## src/rtl/pcl_pkg.sv

```systemverilog
package pcl_pkg;

    localparam int REF_MAX_RATIO = 2048;
    localparam int REF_CNT_W     = $clog2(REF_MAX_RATIO);
    localparam int REF_RATIO_W   = REF_CNT_W + 1;

    typedef logic [REF_RATIO_W-1:0] ref_ratio_t;

    typedef struct packed {
        logic up;
        logic dn;
    } pump_t;

    typedef struct packed {
        logic pump_force;
        logic pump_up;
        logic cur_force;
        logic cur_hi;
        logic lock_force;
        logic lock_in;
        logic route;
    } test_ctl_t;

    // Mode number to reference divide ratio
    function automatic ref_ratio_t ref_ratio(input logic [2:0] mode);
        case (mode)
            3'd0:    return ref_ratio_t'(640);
            3'd1:    return ref_ratio_t'(2048);
            3'd2:    return ref_ratio_t'(1024);
            3'd3:    return ref_ratio_t'(1280);
            default: return ref_ratio_t'(512);
        endcase
    endfunction

    // code[2]=P1, code[1]=P2, code[0]=P3
    function automatic test_ctl_t decode_test(input logic en, input logic [2:0] code);
        test_ctl_t t;
        t = '0;
        if (en) begin
            if (!code[1]) begin
                t.pump_force = 1'b1;
                t.pump_up    = code[0];
                t.cur_force  = 1'b1;
                t.cur_hi     = !code[2];
            end else begin
                t.lock_force = 1'b1;
                t.lock_in    = code[0];
                t.route      = !code[0];
            end
        end
        return t;
    endfunction

endpackage

```

## src/rtl/pcl_ref_div.sv

```systemverilog
module pcl_ref_div
    import pcl_pkg::*;
(
    input  logic       clk,
    input  logic       rst,
    input  logic       ref_tick,
    input  logic [2:0] mode,
    output logic       comp_pulse,
    output logic       comp_level
);
    logic [REF_CNT_W-1:0] cnt;
    ref_ratio_t           ratio;

    assign ratio      = ref_ratio(mode);
    assign comp_level = ({1'b0, cnt} < (ratio >> 1));

    always_ff @(posedge clk) begin
        if (rst) begin
            cnt        <= '0;
            comp_pulse <= 1'b0;
        end else begin
            comp_pulse <= 1'b0;
            if (ref_tick) begin
                if ({1'b0, cnt} >= ratio - 1'b1) begin
                    cnt        <= '0;
                    comp_pulse <= 1'b1;
                end else begin
                    cnt <= cnt + 1'b1;
                end
            end
        end
    end

    // ratios of at least 512 never give back-to-back comparison pulses
    p_comp_single_r1: assert property (@(posedge clk) disable iff (rst)
        comp_pulse |=> !comp_pulse);

endmodule

```

## src/rtl/pcl_fb_div.sv

```systemverilog
module pcl_fb_div #(
    parameter int DIV_W = 15
) (
    input  logic             clk,
    input  logic             rst,
    input  logic             fb_tick,
    input  logic [DIV_W-1:0] div_word,
    output logic             fpd_pulse,
    output logic             fb_half
);
    logic [DIV_W-1:0] cnt;
    logic [DIV_W-1:0] n_eff;

    assign n_eff = (div_word < DIV_W'(2)) ? DIV_W'(2) : div_word;

    always_ff @(posedge clk) begin
        if (rst) begin
            cnt       <= '0;
            fpd_pulse <= 1'b0;
            fb_half   <= 1'b0;
        end else begin
            fpd_pulse <= 1'b0;
            if (fb_tick) begin
                if (cnt >= n_eff - 1'b1) begin
                    cnt       <= '0;
                    fpd_pulse <= 1'b1;
                    fb_half   <= !fb_half;
                end else begin
                    cnt <= cnt + 1'b1;
                end
            end
        end
    end

    // the ratio floor of 2 keeps feedback pulses isolated
    p_fpd_single_r2: assert property (@(posedge clk) disable iff (rst)
        fpd_pulse |=> !fpd_pulse);

    // the toggle moves only together with a feedback pulse
    p_half_with_pulse_r2: assert property (@(posedge clk) disable iff (rst)
        !$stable(fb_half) |-> fpd_pulse);

endmodule

```

## src/rtl/pcl_pfd.sv

```systemverilog
module pcl_pfd
    import pcl_pkg::*;
(
    input  logic  clk,
    input  logic  rst,
    input  logic  comp_pulse,
    input  logic  fpd_pulse,
    output pump_t cmd
);
    always_ff @(posedge clk) begin
        if (rst) begin
            cmd <= '0;
        end else if (cmd.up && cmd.dn) begin
            cmd.up <= comp_pulse;
            cmd.dn <= fpd_pulse;
        end else begin
            cmd.up <= cmd.up | comp_pulse;
            cmd.dn <= cmd.dn | fpd_pulse;
        end
    end

    // both commands never survive past one cycle together
    p_clear_both_r3: assert property (@(posedge clk) disable iff (rst)
        (cmd.up && cmd.dn && !(comp_pulse && fpd_pulse)) |=> !(cmd.up && cmd.dn));

    // a lone raise command holds until feedback arrives
    p_up_hold_r3: assert property (@(posedge clk) disable iff (rst)
        (cmd.up && !cmd.dn && !fpd_pulse) |=> cmd.up);

endmodule

```

## src/rtl/pcl_lock_det.sv

```systemverilog
module pcl_lock_det #(
    parameter int ERR_LIMIT    = 4,
    parameter int LOCK_PERIODS = 8
) (
    input  logic clk,
    input  logic rst,
    input  logic comp_pulse,
    input  logic err_active,
    output logic locked
);
    localparam int ERR_W  = $clog2(ERR_LIMIT + 1);
    localparam int GOOD_W = $clog2(LOCK_PERIODS + 1);
    localparam logic [ERR_W-1:0]  ERR_MAX  = ERR_W'(ERR_LIMIT);
    localparam logic [GOOD_W-1:0] GOOD_MAX = GOOD_W'(LOCK_PERIODS);

    logic [ERR_W-1:0]  err_acc;
    logic [GOOD_W-1:0] good;
    logic              bad_period;
    logic [GOOD_W-1:0] good_nxt;

    assign bad_period = (err_acc >= ERR_MAX);
    assign good_nxt   = (good >= GOOD_MAX) ? GOOD_MAX : good + 1'b1;

    always_ff @(posedge clk) begin
        if (rst) begin
            err_acc <= '0;
            good    <= '0;
            locked  <= 1'b0;
        end else if (comp_pulse) begin
            err_acc <= '0;
            if (bad_period) begin
                good   <= '0;
                locked <= 1'b0;
            end else begin
                good   <= good_nxt;
                locked <= (good_nxt == GOOD_MAX);
            end
        end else if (err_active && err_acc < ERR_MAX) begin
            err_acc <= err_acc + 1'b1;
        end
    end

    // a noisy period ends lock at once
    p_drop_on_bad_r4: assert property (@(posedge clk) disable iff (rst)
        (comp_pulse && bad_period) |=> !locked);

    // lock is only ever gained at a comparison boundary
    p_lock_at_boundary_r4: assert property (@(posedge clk) disable iff (rst)
        $rose(locked) |-> $past(comp_pulse));

endmodule

```

## src/rtl/pll_cmp_lock.sv

```systemverilog
module pll_cmp_lock
    import pcl_pkg::*;
#(
    parameter int DIV_W        = 15,
    parameter int ERR_LIMIT    = 4,
    parameter int LOCK_PERIODS = 8
) (
    input  logic             clk,
    input  logic             rst,
    input  logic             ref_tick,
    input  logic             fb_tick,
    input  logic [2:0]       mode,
    input  logic [DIV_W-1:0] div_word,
    input  logic             cp_dis,
    input  logic             test_en,
    input  logic [2:0]       test_code,
    output logic             pump_up,
    output logic             pump_dn,
    output logic             cur_hi,
    output logic             lock_pull_low,
    output logic             route_en,
    output logic             route_p2,
    output logic             route_p3
);
    logic      comp_pulse;
    logic      comp_level;
    logic      fpd_pulse;
    logic      fb_half;
    logic      locked;
    pump_t     pfd_cmd;
    pump_t     out_cmd;
    test_ctl_t tc;

    pcl_ref_div u_ref (
        .clk        (clk),
        .rst        (rst),
        .ref_tick   (ref_tick),
        .mode       (mode),
        .comp_pulse (comp_pulse),
        .comp_level (comp_level)
    );

    pcl_fb_div #(.DIV_W(DIV_W)) u_fb (
        .clk       (clk),
        .rst       (rst),
        .fb_tick   (fb_tick),
        .div_word  (div_word),
        .fpd_pulse (fpd_pulse),
        .fb_half   (fb_half)
    );

    pcl_pfd u_pfd (
        .clk        (clk),
        .rst        (rst),
        .comp_pulse (comp_pulse),
        .fpd_pulse  (fpd_pulse),
        .cmd        (pfd_cmd)
    );

    pcl_lock_det #(.ERR_LIMIT(ERR_LIMIT), .LOCK_PERIODS(LOCK_PERIODS)) u_lock (
        .clk        (clk),
        .rst        (rst),
        .comp_pulse (comp_pulse),
        .err_active (pfd_cmd.up | pfd_cmd.dn),
        .locked     (locked)
    );

    assign tc = decode_test(test_en, test_code);

    always_comb begin
        out_cmd = pfd_cmd;
        if (tc.pump_force) begin
            out_cmd.up = tc.pump_up;
            out_cmd.dn = !tc.pump_up;
        end
        if (cp_dis) out_cmd = '0;
    end

    assign pump_up       = out_cmd.up;
    assign pump_dn       = out_cmd.dn;
    assign cur_hi        = tc.cur_force  ? tc.cur_hi   : !locked;
    assign lock_pull_low = tc.lock_force ? !tc.lock_in : !locked;
    assign route_en      = tc.route;
    assign route_p2      = tc.route & comp_level;
    assign route_p3      = tc.route & fb_half;

    // current drops only after the lock monitor has reported lock
    p_cur_low_locked_r5: assert property (@(posedge clk) disable iff (rst)
        (!test_en && $fell(cur_hi)) |-> $rose(locked));

endmodule

```

## config.mk

```make
export PLATFORM = sky130hd
export DESIGN_NAME = pll_cmp_lock
export DESIGN_NICKNAME = d
export VERILOG_FILES = /design/src/rtl/pcl_pkg.sv /design/src/rtl/pcl_ref_div.sv /design/src/rtl/pcl_fb_div.sv /design/src/rtl/pcl_pfd.sv /design/src/rtl/pcl_lock_det.sv /design/src/rtl/pll_cmp_lock.sv
export SDC_FILE = /design/constraint.sdc
export NUM_CORES = 1
export LEC_CHECK = 0
export ABC_CLOCK_PERIOD_IN_PS = 8610
export BUFFER_PORTS_ARGS = -buffer_cell sky130_fd_sc_hd__clkbuf_2
export CORE_MARGIN = 2
export CORE_UTILIZATION = 35
export DETAILED_ROUTE_END_ITERATION = 10
export GPL_TIMING_DRIVEN = 0
export PLACE_DENSITY = 0.53
export SETUP_SLACK_MARGIN = 0.1
export SYNTH_ARGS = -nofsm -noshare
export SYNTH_HDL_FRONTEND = slang
export SYNTH_SLANG_ARGS = --single-unit
```

## constraint.sdc

```tcl
create_clock -name clk -period 8.61 [get_ports clk]
set_input_delay 1.722 -clock clk [delete_from_list [all_inputs] [get_ports clk]]
set_output_delay 1.722 -clock clk [all_outputs]
set_load 0.02 [all_outputs]
```

### Word level (Yosys, flattened, before mapping)

Cells that the tools add are included.

| word-level totals | value |
|---|---|
| register bits after elaboration | 39 |
| input port bits | 27 |
| output and inout port bits | 7 |
| word-level logic and storage cells | 64 |

| operators by class | value |
|---|---|
| $add $sub $neg | 6 |
| $lt $le $gt $ge | 7 |
| eq/ne operators | 4 |
| mux-type cells | 17 |
| bitwise gates (word level) | 7 |
| reduce and logical (&&, ||, !) cells | 13 |

Operator list:

| cell | count |
|---|---|
| case mux 12 bit (4 select lines) | 1 |
| 2-to-1 mux 15 bit | 2 |
| adder 15 x 1 -> 15 bit, second input constant | 1 |
| greater-or-equal comparator 15 bit | 1 |
| less-than comparator 15 x 2 -> 1 bit, second input constant | 1 |
| subtractor 15 x 1 -> 15 bit, second input constant | 1 |
| greater-or-equal comparator 11 x 12 -> 1 bit | 1 |
| 2-to-1 mux 4 bit | 3 |
| subtractor 12 x 1 -> 12 bit, second input constant | 1 |
| adder 11 x 1 -> 11 bit, second input constant | 1 |
| less-than comparator 11 bit | 1 |
| 2-to-1 mux 11 bit | 1 |
| 2-to-1 mux 7 bit | 1 |
| == test 3 x 2 -> 1 bit, second input constant | 2 |
| zero test 1 bit | 6 |
| 2-to-1 mux 2 bit | 3 |
| OR reduction 2 bit | 3 |
| 2-to-1 mux 1 bit | 5 |
| adder 4 x 1 -> 4 bit, second input constant | 1 |
| == test 4 bit, second input constant | 1 |
| greater-or-equal comparator 4 bit, second input constant | 1 |
| adder 3 x 1 -> 3 bit, second input constant | 1 |
| == test 3 x 1 -> 1 bit, second input constant | 1 |
| greater-or-equal comparator 3 bit, second input constant | 1 |
| other kinds (8) | 13 |

### Depth between registers and ports, before layout

| logic depth | value |
|---|---|
| depth after elaboration | 6 |
| mapped depth | 17 |
| gate-level depth less buffers | 16 |

### Modules after synthesis

Synthesis repeated with hierarchy kept, for this count alone.

| second synthesis, totals | value |
|---|---|
| cells, all modules | 318 |
| area, all modules | 2746.4 um^2 |

By module, submodules not included:

| module | instances | cells an instance | area each (um^2) |
|---|---|---|---|
| pcl_fb_div | 1 | 163 | 1332.5 |
| pcl_ref_div | 1 | 89 | 837.1 |
| pcl_lock_det | 1 | 44 | 392.9 |
| pll_cmp_lock | 1 | 14 | 113.9 |
| pcl_pfd | 1 | 8 | 70.1 |

### Least setup slack after synthesis

Ideal clock, no wire load.

| path | value |
|---|---|
| kind | in2reg |
| from | in div_word[12] |
| to | reg u_fb.cnt[0] |
| setup time | 65 ps |
| data arrival time | 5188 ps |
| setup slack | 3357 ps |
| stages | 16 |
| path through | or3_1 > or3_1 > nor2b_1 > nand3_1 > o21ai_0 > ha_1 > and3_1 > nand2_1 > xor2_1 > ha_1 > and4_1 > and3b_1 > o31ai_1 > nand4b_1 > clkbuf_1 > nor2_1 |

| between the ends | value |
|---|---|
| word-level cells in the longest chain between the ends | 5 |

RTL lines:

| item | RTL line | source |
|---|---|---|
| start: declaration | pll_cmp_lock.sv:13 | `input logic [DIV_W-1:0] div_word,` |
| less-than comparator 15 x 2 -> 1 bit | pcl_fb_div.sv:14 | `assign n_eff = (div_word < DIV_W'(2)) ? DIV_W'(2) : div_word;` |
| 2-to-1 mux 15 bit (*) | pcl_fb_div.sv:14 |  |
| subtractor 15 x 1 -> 15 bit (*) | pcl_fb_div.sv:24 | `if (cnt >= n_eff - 1'b1) begin` |
| greater-or-equal comparator 15 bit (*) | pcl_fb_div.sv:24 |  |
| 2-to-1 mux 15 bit (*) | pcl_fb_div.sv:24 |  |
| end signal: assignment | pcl_fb_div.sv:29 | `cnt <= cnt + 1'b1;` |
| end: declaration | pcl_fb_div.sv:11 | `logic [DIV_W-1:0] cnt;` |

Mark *: on every way between the ends. The rest lies on a longest branch, timed or not.
A chain may end at the register's enable or synchronous reset.

### Final worst setup path

| path | value |
|---|---|
| from | in div_word[12] |
| to | reg u_fb.cnt[14] |

The elaborated chain is that of the path after synthesis.

==> results.sh <==
export IMPL_dr_pass1_iters=4
export IMPL_path_clk_slew_ps=80
export IMPL_clock_path_buffers=2
export IMPL_r2r_cells=8
export IMPL_slew_headroom=0.6385
export IMPL_wl_per_cell_um=11.07
export IMPL_ys_top_cells_by_area="dfxtp_1, ha_1, nor2_1, xnor2_1, xor2_1"
export IMPL_cts_buffers=5
export IMPL_reg2reg_slack_ps=6210
export IMPL_grt_pass1_vias=2134
export IMPL_crit_type="in -> reg"
export IMPL_place_congestion=0.7592
export IMPL_drt_wl_total_mm=4.980
export IMPL_status="finished, final reports clean"
export IMPL_die_width_um=89.82
export IMPL_crit_required_ps=8830
export IMPL_setup_tns_ps=0
export IMPL_start_util=0.3592
export IMPL_arrival_ps=5920
export IMPL_synth_main_ff_cell="dfxtp_1"
export IMPL_dieArea_um2=8067
export IMPL_whs_endpoint="u_pfd.cmd[0]"
export IMPL_worstMarginPinSlew_ps=537.3
export IMPL_cts_root_buf="clkbuf_8"
export IMPL_r2r_start="u_fb.cnt[0]"
export IMPL_ctsHoldBuffers=0
export IMPL_topRoutingLayerUsed="met4"
export IMPL_rsz0062_at_grt="false"
export IMPL_yosysWarnings=0
export IMPL_crit_chain="clkbuf_2, or3_1, or3_1, nor2b_1, nand3_1, o21ai_0, ha_1, and3_1, nand2_1, xor2_1, ha_1, and4_1, and3b_1, o31ai_1, nand4b_1, clkbuf_1, nor2_1"
export IMPL_hold_path_class="reg -> reg"
export IMPL_wl_met3_um=194
export IMPL_skew_ps=4.090
export IMPL_drcViolationCount=0
export IMPL_wl_met2_mm=2.284
export IMPL_ys_ff_latch=39
export IMPL_fmax_mhz=175.6
export IMPL_hold_depth=2
export IMPL_startpoint_type="input pin"
export IMPL_synth_top_area_cell="dfxtp_1"
export IMPL_ys_types=42
export IMPL_fin_ws_ps=2914
export IMPL_cts_sinks=39
export IMPL_ios=34
export IMPL_dp_slack_ps=2595
export IMPL_synth_area_um2=2577
export IMPL_slowest_delay_ps=460
export IMPL_r2r_end="u_fb.cnt[14]"
export IMPL_viasPerCell=4.829
export IMPL_die_y_um=89.82
export IMPL_area_growth_pct=14.66
export IMPL_grt_max_degree=13
export IMPL_synthCells=313
export IMPL_final_cell_mix="nor2_1, dfxtp_1, ha_1, clkbuf_2, nand2_1"
export IMPL_synth_async_reset_ratio=0
export IMPL_fin_crit_ps=5696
export IMPL_drive_gt1_frac=0.1282
export IMPL_nNetsFinal=408
export IMPL_synth_edf_count=0
export IMPL_final_common_cell="nor2_1"
export IMPL_power_density_nw_per_um2=122.8
export IMPL_seq_area_frac_synth=0.3029
export IMPL_drtIter0Drc=43
export IMPL_antennaDiodeCount=0
export IMPL_cts_setup_buffers=0
export IMPL_drv_slew=0
export IMPL_grt_pass1_wl_mm=9.246
export IMPL_postRouteAntennaNets=0
export IMPL_cp_max_fo=10
export IMPL_syn_num_nets=371
export IMPL_gr_total_overflow=0
export IMPL_cp_num_buf_inv=2
export IMPL_p_leak_uw=0.001204
export IMPL_antenna_found_initial=0
export IMPL_dr_total_vias=2173
export IMPL_cts_resized=0
export IMPL_core_um2=7176
export IMPL_period_share=0.6615
export IMPL_rows=31
export IMPL_critPathCaptureType="register"
export IMPL_crit_family="simple AND/OR/NAND/NOR gates"
export IMPL_syn_avg_cell_area_um2=8.235
export IMPL_grt_usage=0.1344
export IMPL_cts_max_level=2
export IMPL_hold_start="u_fb.fpd_pulse"
export IMPL_tritoncts="built"
export IMPL_synth_top_cell_area_share=0.3029
export IMPL_port_buffers=30
export IMPL_dp_hpwl_mm=3.942
export IMPL_drt_met1_wl_mm=2.456
export IMPL_maxCapViolCount=0
export IMPL_clk_latency_ps=280
export IMPL_finalHoldViolCount=0
export IMPL_critPathSlowestCell="o31ai_1"
export IMPL_vdd_drop_max_mv=0.07730
export IMPL_setup_violations=0
[metal layers]
metal,GRT usage,vias to the layer above
met3,0.02263,2
met5,0,-
met4,0.04231,0
li1,-,1167
met2,0.2317,40
met1,0.1719,964
[cell usage after synthesis (2+ instances only)]
| cell type | instances |
|---|---|
| nand3_1 | 8 |
| nor2_1 | 49 |
| mux2i_1 | 6 |
| a31oi_1 | 4 |
| dfxtp_1 | 39 |
| or4_4 | 2 |
| or3_1 | 4 |
| nor3_1 | 10 |
| nand2b_1 | 5 |
| xor2_1 | 18 |
| o21a_1 | 2 |
| nand4_1 | 8 |
| nor2b_1 | 2 |
| nand2_1 | 21 |
| and4_1 | 3 |
| and3_1 | 7 |
| a21oi_1 | 17 |
| clkbuf_1 | 7 |
| ha_1 | 31 |
| xnor2_1 | 18 |
| o21ai_0 | 11 |
| inv_1 | 16 |
| nand3b_1 | 3 |
| a211oi_1 | 4 |
[power by group]
group	internal, µW	switching, µW	total [µW]	leakage [µW]
logic	18.6	23.7	42.2	0.000838
registers	183	2.39	185	0.000315
clock network	72.9	62.6	135	0.0000505
total	274	88.7	363	0.00120
[sequential cells by signal, summed over array words and instances (netlist names)]
signal and flops:
u_fb.cnt 15, u_fb.fb_half 1, u_fb.fpd_pulse 1, u_lock.err_acc 3, u_lock.good 4, u_lock.locked 1, u_pfd.cmd 2, u_ref.cnt 11
u_ref.comp_pulse 1
[tightest hold or removal path, stage by stage, from the launching register on]
cell     delay [ps]
dfxtp_1         310
a21oi_1          30
nor2_1           60
[cell type report]
cell class	count	area (µm²)
timing repair buffer	30	150.1
fill	763	4220
inverter	16	60.06
buffer	7	26.28
clock buffer	7	96.34
sequential	39	780.7
multi-input combinational	251	1710
clock inverter	1	7.507
tap	99	123.9
[stage by stage]
| step | instance area (µm²) | instances | hold WS (ps) | power [µW] | utilization |
|---|---|---|---|---|---|
| final | 2955 | 450 | 442.4 | 362.8 | 0.4119 |
| after global routing | 2955 | 450 | 494.3 | 388.6 | 0.4119 |
| after CTS | 2955 | 450 | 446.3 | 370.5 | 0.4119 |
| after detailed placement | 2851 | 442 | 424.8 | 232.2 | 0.3974 |
| after global placement | 2851 | 442 | 418.3 | 231.5 | 0.3974 |
| after floorplan | 2577 | 313 | 413.0 | 216.0 | - |
[worst max-delay path by stage]
stage / startpoint / to / slack [ps] / cells past startpoint
after CTS: div_word[12] / u_fb.cnt[14] / 2870 / 17
after global routing: div_word[12] / u_fb.cnt[14] / 2460 / 17
after detailed placement: div_word[12] / u_fb.cnt[14] / 2590 / 17
after floorplan: div_word[12] / u_fb.cnt[0] / 3360 / 16
after global placement: div_word[12] / u_fb.cnt[14] / 2610 / 17
final: div_word[12] / u_fb.cnt[14] / 2910 / 17
[cells by family after synthesis]
group                    synth area share
AND/OR/NAND/NOR                    0.2607
flip-flops                         0.3029
AO/OA/AOI/OAI                      0.1068
multiplexers                      0.02330
XOR/XNOR                           0.1223
buffers and inverters             0.03350
adder cells (fa/ha/maj)            0.1505
Power figures use the tool's default switching activity.
